--- config.mk ---
export PLATFORM = sky130hd
export DESIGN_NAME = pw_retry_guard
export DESIGN_NICKNAME = d
export VERILOG_FILES = /design/src/rtl/pw_retry_pkg.sv /design/src/rtl/pw_retry_cfg_reg.sv /design/src/rtl/pw_retry_policy.sv /design/src/rtl/pw_retry_counter.sv /design/src/rtl/pw_retry_guard.sv
export SDC_FILE = /design/constraint.sdc
export NUM_CORES = 1
export LEC_CHECK = 0
export BUFFER_PORTS_ARGS = -buffer_cell sky130_fd_sc_hd__buf_4
export CORE_MARGIN = 2
export CORE_UTILIZATION = 35
export DETAILED_ROUTE_END_ITERATION = 6
export GPL_TIMING_DRIVEN = 0
export HOLD_SLACK_MARGIN = 0.05
export RECOVER_POWER = 50
export SYNTH_ARGS = -nofsm -noshare
export SYNTH_HDL_FRONTEND = slang
export SYNTH_SLANG_ARGS = --single-unit
--- constraint.sdc ---
create_clock -name clk -period 1.9 [get_ports clk]
set_input_delay 0.285 -clock clk [delete_from_list [all_inputs] [get_ports clk]]
set_output_delay 0.285 -clock clk [all_outputs]
set_load 0.01 [all_outputs]
--- src/rtl/pw_retry_pkg.sv ---
package pw_retry_pkg;
  localparam int CNT_W   = 8;
  localparam int CFG_W   = 8;
  localparam int SELA_BIT = 7;
  localparam int SELB_BIT = 6;
  localparam int CLR_BIT  = 3;
  localparam int ENA_BIT  = 2;

  typedef logic [CNT_W-1:0] cnt_t;

  typedef struct packed {
    logic sel_a;
    logic sel_b;
    logic clr_on_ok;
    logic cnt_en;
  } guard_cfg_t;

  function automatic guard_cfg_t cfg_unpack(input logic [CFG_W-1:0] b);
    guard_cfg_t c;
    c.sel_a     = b[SELA_BIT];
    c.sel_b     = b[SELB_BIT];
    c.clr_on_ok = b[CLR_BIT];
    c.cnt_en    = b[ENA_BIT];
    return c;
  endfunction

  function automatic logic [CFG_W-1:0] cfg_pack(input guard_cfg_t c);
    logic [CFG_W-1:0] b;
    b = '0;
    b[SELA_BIT] = c.sel_a;
    b[SELB_BIT] = c.sel_b;
    b[CLR_BIT]  = c.clr_on_ok;
    b[ENA_BIT]  = c.cnt_en;
    return b;
  endfunction

  // Lockout point: counting active and counter has met the limit.
  function automatic logic limit_hit(input guard_cfg_t c, input cnt_t cnt, input cnt_t lim);
    return c.cnt_en && (cnt == lim);
  endfunction

  // Total lockout style: select A set, select B clear.
  function automatic logic total_lock_style(input guard_cfg_t c);
    return c.sel_a && !c.sel_b;
  endfunction

  // Counter value after one finished attempt.
  function automatic cnt_t next_count(input guard_cfg_t c, input cnt_t cnt,
                                      input logic ok, input logic class_ok,
                                      input logic at_lim);
    if (!c.cnt_en || !class_ok) return cnt;
    if (ok)                     return c.clr_on_ok ? cnt_t'(0) : cnt;
    if (at_lim)                 return cnt;
    return cnt + cnt_t'(1);
  endfunction
endpackage

--- src/rtl/pw_retry_cfg_reg.sv ---
module pw_retry_cfg_reg
  import pw_retry_pkg::*;
(
  input  logic             clk,
  input  logic             rst_n,
  input  logic             wr_en,
  input  logic [CFG_W-1:0] wr_data,
  output guard_cfg_t       cfg,
  output logic [CFG_W-1:0] rd_data
);
  guard_cfg_t cfg_r;

  always_ff @(posedge clk or negedge rst_n) begin
    if (!rst_n)     cfg_r <= '0;
    else if (wr_en) cfg_r <= cfg_unpack(wr_data);
  end

  assign cfg     = cfg_r;
  assign rd_data = cfg_pack(cfg_r);
endmodule

--- src/rtl/pw_retry_policy.sv ---
module pw_retry_policy
  import pw_retry_pkg::*;
(
  input  guard_cfg_t cfg,
  input  cnt_t       count,
  input  cnt_t       limit,
  input  logic       is_cfg_op,
  output logic       at_limit,
  output logic       normal_ok,
  output logic       config_ok,
  output logic       class_ok
);
  always_comb begin
    at_limit  = limit_hit(cfg, count, limit);
    normal_ok = !at_limit;
    config_ok = !(at_limit && total_lock_style(cfg));
    class_ok  = is_cfg_op ? config_ok : normal_ok;
  end
endmodule

--- src/rtl/pw_retry_counter.sv ---
module pw_retry_counter
  import pw_retry_pkg::*;
(
  input  logic       clk,
  input  logic       rst_n,
  input  guard_cfg_t cfg,
  input  logic       lim_wr_en,
  input  cnt_t       lim_wr_data,
  input  logic       cnt_wr_en,
  input  cnt_t       cnt_wr_data,
  input  logic       attempt_done,
  input  logic       attempt_ok,
  input  logic       class_ok,
  input  logic       at_limit,
  output cnt_t       count,
  output cnt_t       limit
);
  cnt_t count_r, limit_r, count_upd;

  assign count_upd = next_count(cfg, count_r, attempt_ok, class_ok, at_limit);

  always_ff @(posedge clk or negedge rst_n) begin
    if (!rst_n) begin
      count_r <= '0;
      limit_r <= '0;
    end else begin
      if (lim_wr_en)         limit_r <= lim_wr_data;
      if (cnt_wr_en)         count_r <= cnt_wr_data;
      else if (attempt_done) count_r <= count_upd;
    end
  end

  assign count = count_r;
  assign limit = limit_r;
endmodule

--- src/rtl/pw_retry_guard.sv ---
module pw_retry_guard
  import pw_retry_pkg::*;
(
  input  logic             clk,
  input  logic             rst_n,
  input  logic             cfg_wr_en,
  input  logic [CFG_W-1:0] cfg_wr_data,
  input  logic             lim_wr_en,
  input  logic [CNT_W-1:0] lim_wr_data,
  input  logic             cnt_wr_en,
  input  logic [CNT_W-1:0] cnt_wr_data,
  input  logic             attempt_done,
  input  logic             attempt_ok,
  input  logic             attempt_is_cfg,
  output logic [CFG_W-1:0] cfg_q,
  output logic [CNT_W-1:0] limit_q,
  output logic [CNT_W-1:0] count_q,
  output logic             normal_allowed,
  output logic             config_allowed
);
  guard_cfg_t cfg;
  cnt_t       count, limit;
  logic       at_limit, class_ok, normal_ok, config_ok;

  pw_retry_cfg_reg u_cfg (
    .clk(clk), .rst_n(rst_n), .wr_en(cfg_wr_en), .wr_data(cfg_wr_data),
    .cfg(cfg), .rd_data(cfg_q)
  );

  pw_retry_policy u_pol (
    .cfg(cfg), .count(count), .limit(limit), .is_cfg_op(attempt_is_cfg),
    .at_limit(at_limit), .normal_ok(normal_ok), .config_ok(config_ok),
    .class_ok(class_ok)
  );

  pw_retry_counter u_cnt (
    .clk(clk), .rst_n(rst_n), .cfg(cfg),
    .lim_wr_en(lim_wr_en), .lim_wr_data(lim_wr_data),
    .cnt_wr_en(cnt_wr_en), .cnt_wr_data(cnt_wr_data),
    .attempt_done(attempt_done), .attempt_ok(attempt_ok),
    .class_ok(class_ok), .at_limit(at_limit),
    .count(count), .limit(limit)
  );

  assign count_q        = count;
  assign limit_q        = limit;
  assign normal_allowed = normal_ok;
  assign config_allowed = config_ok;
endmodule

==> flow_metrics.py, run 1 <==
metrics = {
    "clock_network": {
        "clk_pin_slew_ns": 0.12,
        "cts_inserted_buffers": 3,
        "cts_root_buf": "clkbuf_4",
        "cts_tree": "built",
        "worstSkewPairLatency_ns": 0.30,
        "h-tree-depth": 1,
        "clockBufferDepth": 2,
        "cts_sinks": 20,
    },
    "synthesis": {
        "synth_simple_gate_area_share_pct": 18.7,
        "ys_types": 44,
        "syn_area_um2": 1270,
        "synth_compound_area_share_pct": 17.1,
        "ys_seq_area_share_pct": 39.4,
        "yosysWarnings": 0,
        "synth_area_per_cell_um2": 10.6,
        "yosys.area_share.adder_pct": 0.985,
        "syn_inst": 120,
        "synth-seq-cells": 20,
        "synth_mux_area_share_pct": 12.3,
        "synth_xor_area_share_pct": 5.52,
        "synth_top_family_by_area": "simple AND/OR/NAND/NOR gates",
    },
    "sta": {
        "fin_setup_tns_ns": 0,
        "finalCriticalPeriod_ns": 1.88,
        "drv_slew": 0,
        "post-route-period-util_pct": 99.2,
        "hold_viol": 0,
        "tightest_slew_ns": 1.13,
        "timing.fmax_ghz": 0.531,
        "grt_setup_unrepaired": "true",
        "worst_slew_margin_rel_pct": 24.8,
        "setup_viol": 0,
        "finalWorstSetupSlack_ns": 0.0161,
        "fin_skew_ns": 0.00196,
    },
    "finish": {
        "diodes": 0,
        "seqCellArea_um2": 509,
        "layout.nets": 232,
        "multi_input_area_um2": 759,
        "fillers": 310,
        "area_growth_pct": 55.4,
        "drive_gt1_share_pct": 58.6,
        "fin_area_um2": 1970,
        "fin_util_pct": 57.8,
    },
    "die": {
        "core_area_um2": 3420,
        "fp.dieH_um": 64.2,
        "row_count": 21,
        "start_util_pct": 37.2,
        "die_x_um": 64.2,
        "ios": 58,
        "fp.dieArea_um2": 4130,
    },
    "global_routing": {
        "grt_pass1_wl_um": 5600,
        "grt_overflow": 0,
        "grt_usage_pct": 17.4,
        "grt_pass1_vias": 1203,
        "grt_max_degree": 21,
        "antenna_found_initial": 0,
    },
    "placement": {
        "port_buffers": 48,
        "hpwlAfterDp_um": 2390,
        "place.gp.congestion": 0.769,
        "place_ws_ns": -0.00838,
        "placed_area_um2": 1700,
    },
    "detailed_routing": {
        "antenna_left": 0,
        "drtIter0Drc": 51,
        "routed_wl_um": 3510,
        "num_vias": 1229,
        "drc": 0,
        "vias_per_cell": 5.04,
        "first_pass_iters": 4,
        "wl_per_cell_um": 14.4,
    },
    "outcome": {
        "run_status": "completed",
    },
    "worst_setup_path": {
        "r2r-start": "u_cnt.limit[6]$_DFFE_PN0P_",
        "critPathRequiredTime_ns": 1.62,
        "worstSetupStartpointType": "flip-flop",
        "critPathMaxStageDelay_ns": 0.46,
        "reg2regPathDepth": 7,
        "crit_fanout": 3,
        "crit_path_end_kind": "output pin",
        "critPathKind": "flip-flop to output pin",
        "r2r-end": "u_cnt.count[5]$_DFFE_PN0P_",
        "regToRegSetupSlack_ns": 0.08,
        "arrival_ns": 1.60,
        "slowest_stage": "dfrtp_2",
        "path_cells": "xnor2_2 > nand3_2 > nor3_4 > nand2_1 > buf_6",
    },
    "pwr": {
        "max-vdd-ir-drop_mv": 0.330,
        "leakage_nw": 0.895,
        "p_per_area_nw_per_um2": 636,
    },
    "min_path": {
        "holdPathStages": 3,
        "hp-start": "cnt_wr_data[6]",
        "hp-class": "primary input to flip-flop",
        "holdPathEnd": "u_cnt.count[6]$_DFFE_PN0P_",
    },
    "job": {
        "drv_cap": 0,
    },
}
[how the worst max path moves through the flow]
| stage | from | endpoint | slack [ns] | cells after the start |
|---|---|---|---|---|
| final | u_cnt.count[4]$_DFFE_PN0P_ | config_allowed | 0.02 | 5 |
| after CTS | u_cnt.count[7]$_DFFE_PN0P_ | config_allowed | 0.06 | 5 |
| after global placement | u_cnt.count[0]$_DFFE_PN0P_ | u_cnt.count[1]$_DFFE_PN0P_ | -0.007 | 6 |
| after floorplan | u_cnt.count[0]$_DFFE_PN0P_ | u_cnt.count[1]$_DFFE_PN0P_ | 0.14 | 6 |
| after global routing | u_cnt.count[4]$_DFFE_PN0P_ | config_allowed | -0.06 | 5 |
| after detailed placement | u_cnt.count[0]$_DFFE_PN0P_ | u_cnt.count[1]$_DFFE_PN0P_ | -0.008 | 6 |
[registers in the layout, indices dropped and copies added, names as in the netlist]
register     cells
u_cnt.count      8
u_cnt.limit      8
u_cfg.cfg        4
[area by class of cell]
| class | instances | share of cell area (%) |
|---|---|---|
| multi-input cells | 88 | 38.5 |
| clock buffers | 4 | 1.84 |
| plain buffers | 8 | 2.28 |
| flip-flops and latches | 20 | 25.8 |
| well taps | 46 | 2.92 |
| repair buffers | 71 | 27.3 |
| inverters | 7 | 1.33 |
[synthesized netlist by cell type]
cell type | number | area, um2
ha_1 | 1 | 12.5
inv_1 | 6 | 22.5
a221oi_2 | 2 | 30.0
a32oi_1 | 1 | 8.76
nand4_1 | 2 | 12.5
o21ai_1 | 2 | 10.0
a222oi_1 | 1 | 10.0
o211ai_2 | 1 | 12.5
nor2_1 | 4 | 15.0
nand3_1 | 3 | 15.0
mux2_2 | 13 | 146
a221oi_1 | 1 | 8.76
nand2_1 | 10 | 37.5
or4_1 | 1 | 7.51
nor3_1 | 1 | 5.00
nand2_2 | 1 | 6.26
a311oi_2 | 2 | 30.0
nand4_4 | 1 | 21.3
and3_1 | 1 | 6.26
nor3_4 | 1 | 16.3
o311ai_1 | 2 | 17.5
o31a_1 | 1 | 8.76
nor3b_1 | 3 | 22.5
buf_4 | 4 | 30.0
a21oi_1 | 1 | 5.00
nand2b_1 | 2 | 12.5
conb_1 | 1 | 3.75
nand3b_1 | 2 | 15.0
inv_2 | 1 | 3.75
o311ai_0 | 1 | 8.76
nor4_1 | 1 | 6.26
o31ai_1 | 4 | 30.0
dfrtp_1 | 20 | 500
or2_2 | 1 | 6.26
o211ai_1 | 1 | 7.51
and2_2 | 1 | 7.51
or3_1 | 1 | 6.26
mux2i_1 | 1 | 10.0
nor2b_1 | 2 | 12.5
o31ai_4 | 1 | 21.3
clkbuf_1 | 4 | 15.0
xnor2_1 | 8 | 70.1
and2_1 | 1 | 6.26
a311oi_1 | 1 | 8.76
[cell families (layout without fill, tap and decap cells)]
family	count (synthesis)	in the layout
xor+xnor	8	8
simple gates	39	39
other cells	1	4
flops	20	20
compound gates	22	22
fa+ha+maj	1	1
buf+inv	15	90
mux	14	14
[layout by cell type (no fill, tap or decap), types with 2 or more instances in the layout]
cell      instances
nand3_1           2
inv_1             6
o311ai_1          2
nor2b_1           2
nand2b_1          2
nand4_1           2
clkbuf_1          5
conb_1            4
nand2_1          10
o21ai_1           2
buf_6             2
xnor2_1           2
a311oi_2          2
a221oi_2          2
buf_4            69
nor2_1            4
nor3b_1           3
dfrtp_2           7
clkbuf_4          5
dfrtp_1          13
xnor2_2           6
o31ai_1           4
mux2_2           13
nand3b_1          2
[critical path, delay by kind of cell, from the launching register on]
family	cells	cell delay [ns]
AND/OR/NAND/NOR	3	0.49
flip-flops	1	0.46
buffers and inverters	1	0.13
XOR/XNOR	1	0.22
[layer usage]
metal | vias to the layer above | part of all wire [%] | global-route usage (%)
met3 | 2 | 7.5 | 3.52
met5 | - | 0 | 0
met1 | 587 | 45 | 22.9
met2 | 49 | 48 | 29.8
met4 | 0 | 0.31 | 3.19
li1 | 591 | - | -
[per-stage QoR]
stage | instances | hold slack, ns | power, W
3_5_place_dp | 217 | 0.185 | 0.000904
6_report | 244 | 0.195 | 0.00126
4_1_cts | 241 | 0.180 | 0.00126
5_1_grt | 244 | 0.171 | 0.00134
2_1_floorplan | 123 | -0.0106 | 0.000740
3_3_place_gp | 217 | 0.180 | 0.000900
[report_power, final]
group / switching [W] / internal [W]
registers: 0.0000517 / 0.000473
clock network: 0.000137 / 0.000117
logic: 0.000212 / 0.000265
total: 0.000400 / 0.000855
[what timing repair did]
action | CTS | global route
cloned | 0 | 0
pin swaps | 6 | 3
endpoints found under the setup margin | 4 | 4
hold buffers | 1 | 0
hold endpoints to repair | 20 | 0
gates resized for setup | 14 | 2
buffers inserted | 19 | 3
No activity file was read; power rests on OpenSTA's default activity.
==> run 2, diff against run 1 <==
PLACE_DENSITY = 0.61   (was default)
==> run 2 against run 1 <==
Combinational power fell by 2%. Cell area down 1.4%. Total power shrank 0.33%. Core utilization fell by 0.81 points. Worst hold slack worse by 0.010 ns. Worst setup slack gained 0.049 ns. Non-clock buffer count decreased by 5. Clock skew rose by 0.0045 ns. Register-to-register slack about the same.
==> flow_metrics.py, run 2 (same netlist as run 1, synthesis figures left out) <==
metrics = {
    "outcome": {
        "run_status": "completed",
    },
    "die": {
        "core_area_um2": 3420,
        "die_x_um": 64.2,
        "fp.dieH_um": 64.2,
        "start_util_pct": 37.2,
        "row_count": 21,
        "fp.dieArea_um2": 4130,
        "ios": 58,
    },
    "sta": {
        "finalCriticalPeriod_ns": 1.84,
        "finalWorstSetupSlack_ns": 0.0648,
        "fin_skew_ns": 0.00650,
        "tightest_slew_ns": 1.10,
        "hold_viol": 0,
        "setup_viol": 0,
        "post-route-period-util_pct": 96.6,
        "fin_setup_tns_ns": 0,
        "drv_slew": 0,
        "grt_setup_unrepaired": "true",
        "worst_slew_margin_rel_pct": 26.9,
        "timing.fmax_ghz": 0.545,
    },
    "global_routing": {
        "antenna_found_initial": 0,
        "grt_max_degree": 21,
        "grt_pass1_vias": 1301,
        "grt_usage_pct": 18.1,
        "grt_pass1_wl_um": 5950,
        "grt_overflow": 0,
    },
    "finish": {
        "layout.nets": 227,
        "area_growth_pct": 53.2,
        "fin_area_um2": 1950,
        "drive_gt1_share_pct": 59.1,
        "final_common_cell": "buf_4",
        "layout_common_cells": "buf_4, mux2_2, dfrtp_1",
        "diodes": 0,
        "multi_input_area_um2": 767,
        "fin_util_pct": 57.0,
        "fillers": 317,
        "seqCellArea_um2": 512,
    },
    "detailed_routing": {
        "first_pass_iters": 4,
        "num_vias": 1246,
        "routed_wl_um": 3470,
        "antenna_left": 0,
        "drc": 0,
        "vias_per_cell": 5.21,
        "drtIter0Drc": 67,
        "wl_per_cell_um": 14.5,
    },
    "worst_setup_path": {
        "r2r-start": "u_cnt.count[6]$_DFFE_PN0P_",
        "r2r-end": "u_cnt.count[3]$_DFFE_PN0P_",
        "arrival_ns": 1.55,
        "slowest_stage": "dfrtp_2",
        "critPathRequiredTime_ns": 1.62,
        "worst-path-buf-inv": 1,
        "critPathMaxStageDelay_ns": 0.46,
        "path_cells": "xnor2_2 > nand3_2 > nor3_4 > nand2_1 > buf_6",
        "crit_path_end_kind": "output pin",
        "cp_top_family": "simple AND/OR/NAND/NOR gates",
        "critPathKind": "flip-flop to output pin",
        "reg2regPathDepth": 6,
        "worstSetupStartpointType": "flip-flop",
        "crit_fanout": 3,
        "regToRegSetupSlack_ns": 0.09,
    },
    "clock_network": {
        "worstSkewPairLatency_ns": 0.31,
        "clockBufferDepth": 2,
        "clk_pin_slew_ns": 0.12,
        "cts_inserted_buffers": 3,
        "cts_sinks": 20,
        "cts_root_buf": "clkbuf_4",
        "cts_tree": "built",
        "h-tree-depth": 1,
    },
    "pwr": {
        "leakage_nw": 0.871,
        "p_per_area_nw_per_um2": 643,
        "max-vdd-ir-drop_mv": 0.330,
        "power_w": 0.00125,
    },
    "min_path": {
        "holdPathEnd": "u_cnt.count[1]$_DFFE_PN0P_",
        "holdPathStages": 3,
        "hp-start": "cnt_wr_data[1]",
        "hp-class": "primary input to flip-flop",
    },
    "placement": {
        "placed_area_um2": 1700,
        "hpwlAfterDp_um": 2450,
        "place.gp.congestion": 0.842,
        "place_ws_ns": -0.0462,
        "port_buffers": 48,
    },
    "job": {
        "drv_cap": 0,
    },
}
==> run 2: repair_timing <==
action | 4_1_cts | 5_1_grt
endpoints found under the hold margin | 20 | 0
resized for setup | 15 | 4
buffers inserted | 17 | 0
hold buffers | 1 | 0
endpoints found under the setup margin | 5 | 8
pin swaps | 5 | 5
==> run 2: worst max path at each step <==
stage	startpoint	end	slack, ns	depth (start not counted)
after floorplan	u_cnt.count[0]$_DFFE_PN0P_	u_cnt.count[1]$_DFFE_PN0P_	0.14	6
after global placement	u_cnt.count[1]$_DFFE_PN0P_	u_cnt.count[1]$_DFFE_PN0P_	-0.007	6
after detailed placement	u_cnt.count[1]$_DFFE_PN0P_	u_cnt.count[1]$_DFFE_PN0P_	-0.05	6
after CTS	u_cnt.count[7]$_DFFE_PN0P_	config_allowed	0.05	5
after global routing	u_cnt.count[6]$_DFFE_PN0P_	config_allowed	-0.03	5
final	u_cnt.count[4]$_DFFE_PN0P_	config_allowed	0.06	5
==> run 2: metal layers <==
metal	global-route usage, %	vias to the layer above	wire length (um)
met1	23.8	610	1540
met5	0	-	0
li1	-	584	-
met3	2.82	4	202
met4	4.26	0	26
met2	31.0	48	1700
==> run 2: report_power, final <==
part,internal (W),switching [W]
combinational,0.000254,0.000214
clock,0.000117,0.000141
sequential,0.000474,0.0000516
==> run 2: layout make-up <==
| type | instances | share of cell area, % |
|---|---|---|
| Tap cell | 46 | 2.96 |
| Sequential cell | 20 | 26.3 |
| Multi-Input combinational cell | 88 | 39.4 |
| Buffer | 8 | 2.32 |
| Timing Repair Buffer | 66 | 25.8 |
| Inverter | 7 | 1.35 |
| Clock buffer | 4 | 1.86 |
==> run 2: worst register-to-register path, stage by stage (launching register included) <==
cell,delay (ns)
dfrtp_2,0.45
xnor2_2,0.22
nand4_4,0.15
buf_6,0.16
o31a_1,0.38
a311oi_2,0.26
a221oi_2,0.06
==> run 2: metrics by stage <==
| stage | std cells | hold slack (ns) |
|---|---|---|
| after detailed placement | 217 | 0.183 |
| after global placement | 217 | 0.174 |
| after CTS | 239 | 0.187 |
| final | 239 | 0.185 |
| after global routing | 239 | 0.180 |
| after floorplan | 123 | -0.0106 |
==> run 3, diff against run 2 <==
CORE_ASPECT_RATIO = 1.75   (was default)
==> run 3 against run 2 <==
Global-route usage is 0.59 points lower. Maximum frequency shrank 1.6%. Total power is 0.43% higher. Cell area decreased by 0.45%. Core utilization decreased by 2.5 points. Sequential power increased by 2%. Non-clock buffer count shrank 2. Via count shrank 3.9%. Clock skew shrank 0.0037 ns.
==> flow_metrics.py, run 3 (same netlist as run 1, synthesis figures left out) <==
metrics = {
    "die": {
        "ios": 58,
        "fp.dieH_um": 83.7,
        "start_util_pct": 35.7,
        "die_x_um": 49.5,
        "core_area_um2": 3560,
        "fp.dieArea_um2": 4150,
        "row_count": 29,
    },
    "sta": {
        "tightest_slew_ns": 1.13,
        "grt_setup_unrepaired": "true",
        "fin_skew_ns": 0.00280,
        "finalWorstSetupSlack_ns": 0.0344,
        "finalCriticalPeriod_ns": 1.87,
        "drv_slew": 0,
        "setup_viol": 0,
        "worst_slew_margin_rel_pct": 25.0,
        "post-route-period-util_pct": 98.2,
        "hold_viol": 0,
        "fin_setup_tns_ns": 0,
        "timing.fmax_ghz": 0.536,
    },
    "worst_setup_path": {
        "crit_path_end_kind": "output pin",
        "r2r-start": "u_cnt.count[3]$_DFFE_PN0P_",
        "critPathKind": "flip-flop to output pin",
        "slowest_stage": "dfrtp_2",
        "critPathRequiredTime_ns": 1.62,
        "critPathMaxStageDelay_ns": 0.47,
        "crit_fanout": 6,
        "arrival_ns": 1.58,
        "worstSetupStartpointType": "flip-flop",
        "path_cells": "xnor2_2 > nand4_4 > nor3_4 > nand2_1 > buf_6",
        "crit_start": "u_cnt.count[3]$_DFFE_PN0P_",
    },
    "detailed_routing": {
        "wl_per_cell_um": 14.4,
        "antenna_left": 0,
        "drtIter0Drc": 13,
        "num_vias": 1197,
        "routed_wl_um": 3410,
        "drc": 0,
        "first_pass_iters": 4,
        "vias_per_cell": 5.07,
    },
    "placement": {
        "hpwlAfterDp_um": 2630,
        "port_buffers": 48,
        "place_ws_ns": -0.0603,
        "placed_area_um2": 1700,
        "place.gp.congestion": 0.842,
    },
    "pwr": {
        "max-vdd-ir-drop_mv": 0.572,
        "leakage_nw": 0.864,
        "p_per_area_nw_per_um2": 649,
    },
    "finish": {
        "fillers": 355,
        "multi_input_area_um2": 762,
        "area_growth_pct": 52.5,
        "seqCellArea_um2": 510,
        "layout_common_cells": "buf_4, mux2_2, dfrtp_1",
        "diodes": 0,
        "drive_gt1_share_pct": 57.4,
        "final_common_cell": "buf_4",
        "fin_area_um2": 1940,
        "layout.nets": 225,
    },
    "job": {
        "drv_cap": 0,
    },
    "global_routing": {
        "grt_pass1_wl_um": 5630,
        "grt_max_degree": 21,
        "grt_overflow": 0,
        "grt_usage_pct": 17.5,
        "grt_pass1_vias": 1202,
        "antenna_found_initial": 0,
    },
    "clock_network": {
        "cts_sinks": 20,
        "clk_pin_slew_ns": 0.07,
        "h-tree-depth": 1,
        "cts_root_buf": "clkbuf_8",
        "cts_inserted_buffers": 3,
        "worstSkewPairLatency_ns": 0.25,
        "clockBufferDepth": 2,
        "cts_tree": "built",
    },
    "min_path": {
        "hp-class": "primary input to flip-flop",
        "hp-start": "cnt_wr_data[6]",
    },
    "outcome": {
        "run_status": "completed",
    },
}
run 3: changes by cell type in the layout (fill, tap and decap cells not counted):
cell and delta:
buf_4 -4, clkbuf_4 -3, buf_6 +2, clkbuf_8 +2, dfrtp_1 +1, dfrtp_2 -1
nand3_1 +1, nand3_2 -1
run 3: critical path, delay by kind of cell (launching register included):
family                    cells  cell delay, ns
DFF                           1            0.47
buffers and inverters         1            0.13
xor gates and xnor gates      1            0.22
and+or+nand+nor               3            0.50
run 3: what timing repair did:
item / 4_1_cts / 5_1_grt
endpoints found under the setup margin: 7 / 9
resized for setup: 13 / 6
buffers inserted: 3 / 12
hold buffers: 1 / 0
hold endpoints to repair: 20 / 0
pin swaps: 2 / 7
run 3: final cells by class:
| cell class | instances | share of cell area [%] |
|---|---|---|
| Clock buffer | 3 | 2.13 |
| Tap cell | 46 | 2.97 |
| Timing Repair Buffer | 64 | 25.5 |
| Sequential cell | 20 | 26.4 |
| Inverter | 7 | 1.36 |
| Multi-Input combinational cell | 88 | 39.3 |
| Buffer | 8 | 2.33 |
run 3: path summary, 6_finish.rpt:
kind,endpoint,slack [ns],cells past startpoint
setup reg to reg,u_cnt.count[5]$_DFFE_PN0P_,0.07,6
min in group asynchronous,u_cnt.count[7]$_DFFE_PN0P_,0.76,2
max in group asynchronous,u_cnt.count[1]$_DFFE_PN0P_,0.39,2
setup / recovery,config_allowed,0.03,5
hold reg to reg,u_cfg.cfg[3]$_DFFE_PN0P_,0.54,1
hold / removal,u_cnt.count[6]$_DFFE_PN0P_,0.25,3
run 3: layer usage:
metal	wire, um	global-route usage, %
met3	118	2.33
met1	1220	19.0
met5	0	0
met2	2010	32.8
met4	52	6.57
run 3: through the flow:
step,std cells,power (W),util (%),hold WS (ns)
after global routing,236,0.00133,54.5,0.254
after global placement,217,0.000900,47.8,0.181
final,236,0.00126,54.5,0.246
after CTS,224,0.00123,51.4,0.235
after floorplan,123,0.000740,-,-0.0106
after detailed placement,217,0.000909,47.8,0.189
run 3: report_power, final:
| part | switching, W | internal [W] | leakage, nW |
|---|---|---|---|
| Sequential | 0.0000627 | 0.000473 | 0.226 |
| Combinational | 0.000194 | 0.000245 | 0.616 |
| Clock | 0.000140 | 0.000141 | 0.0216 |
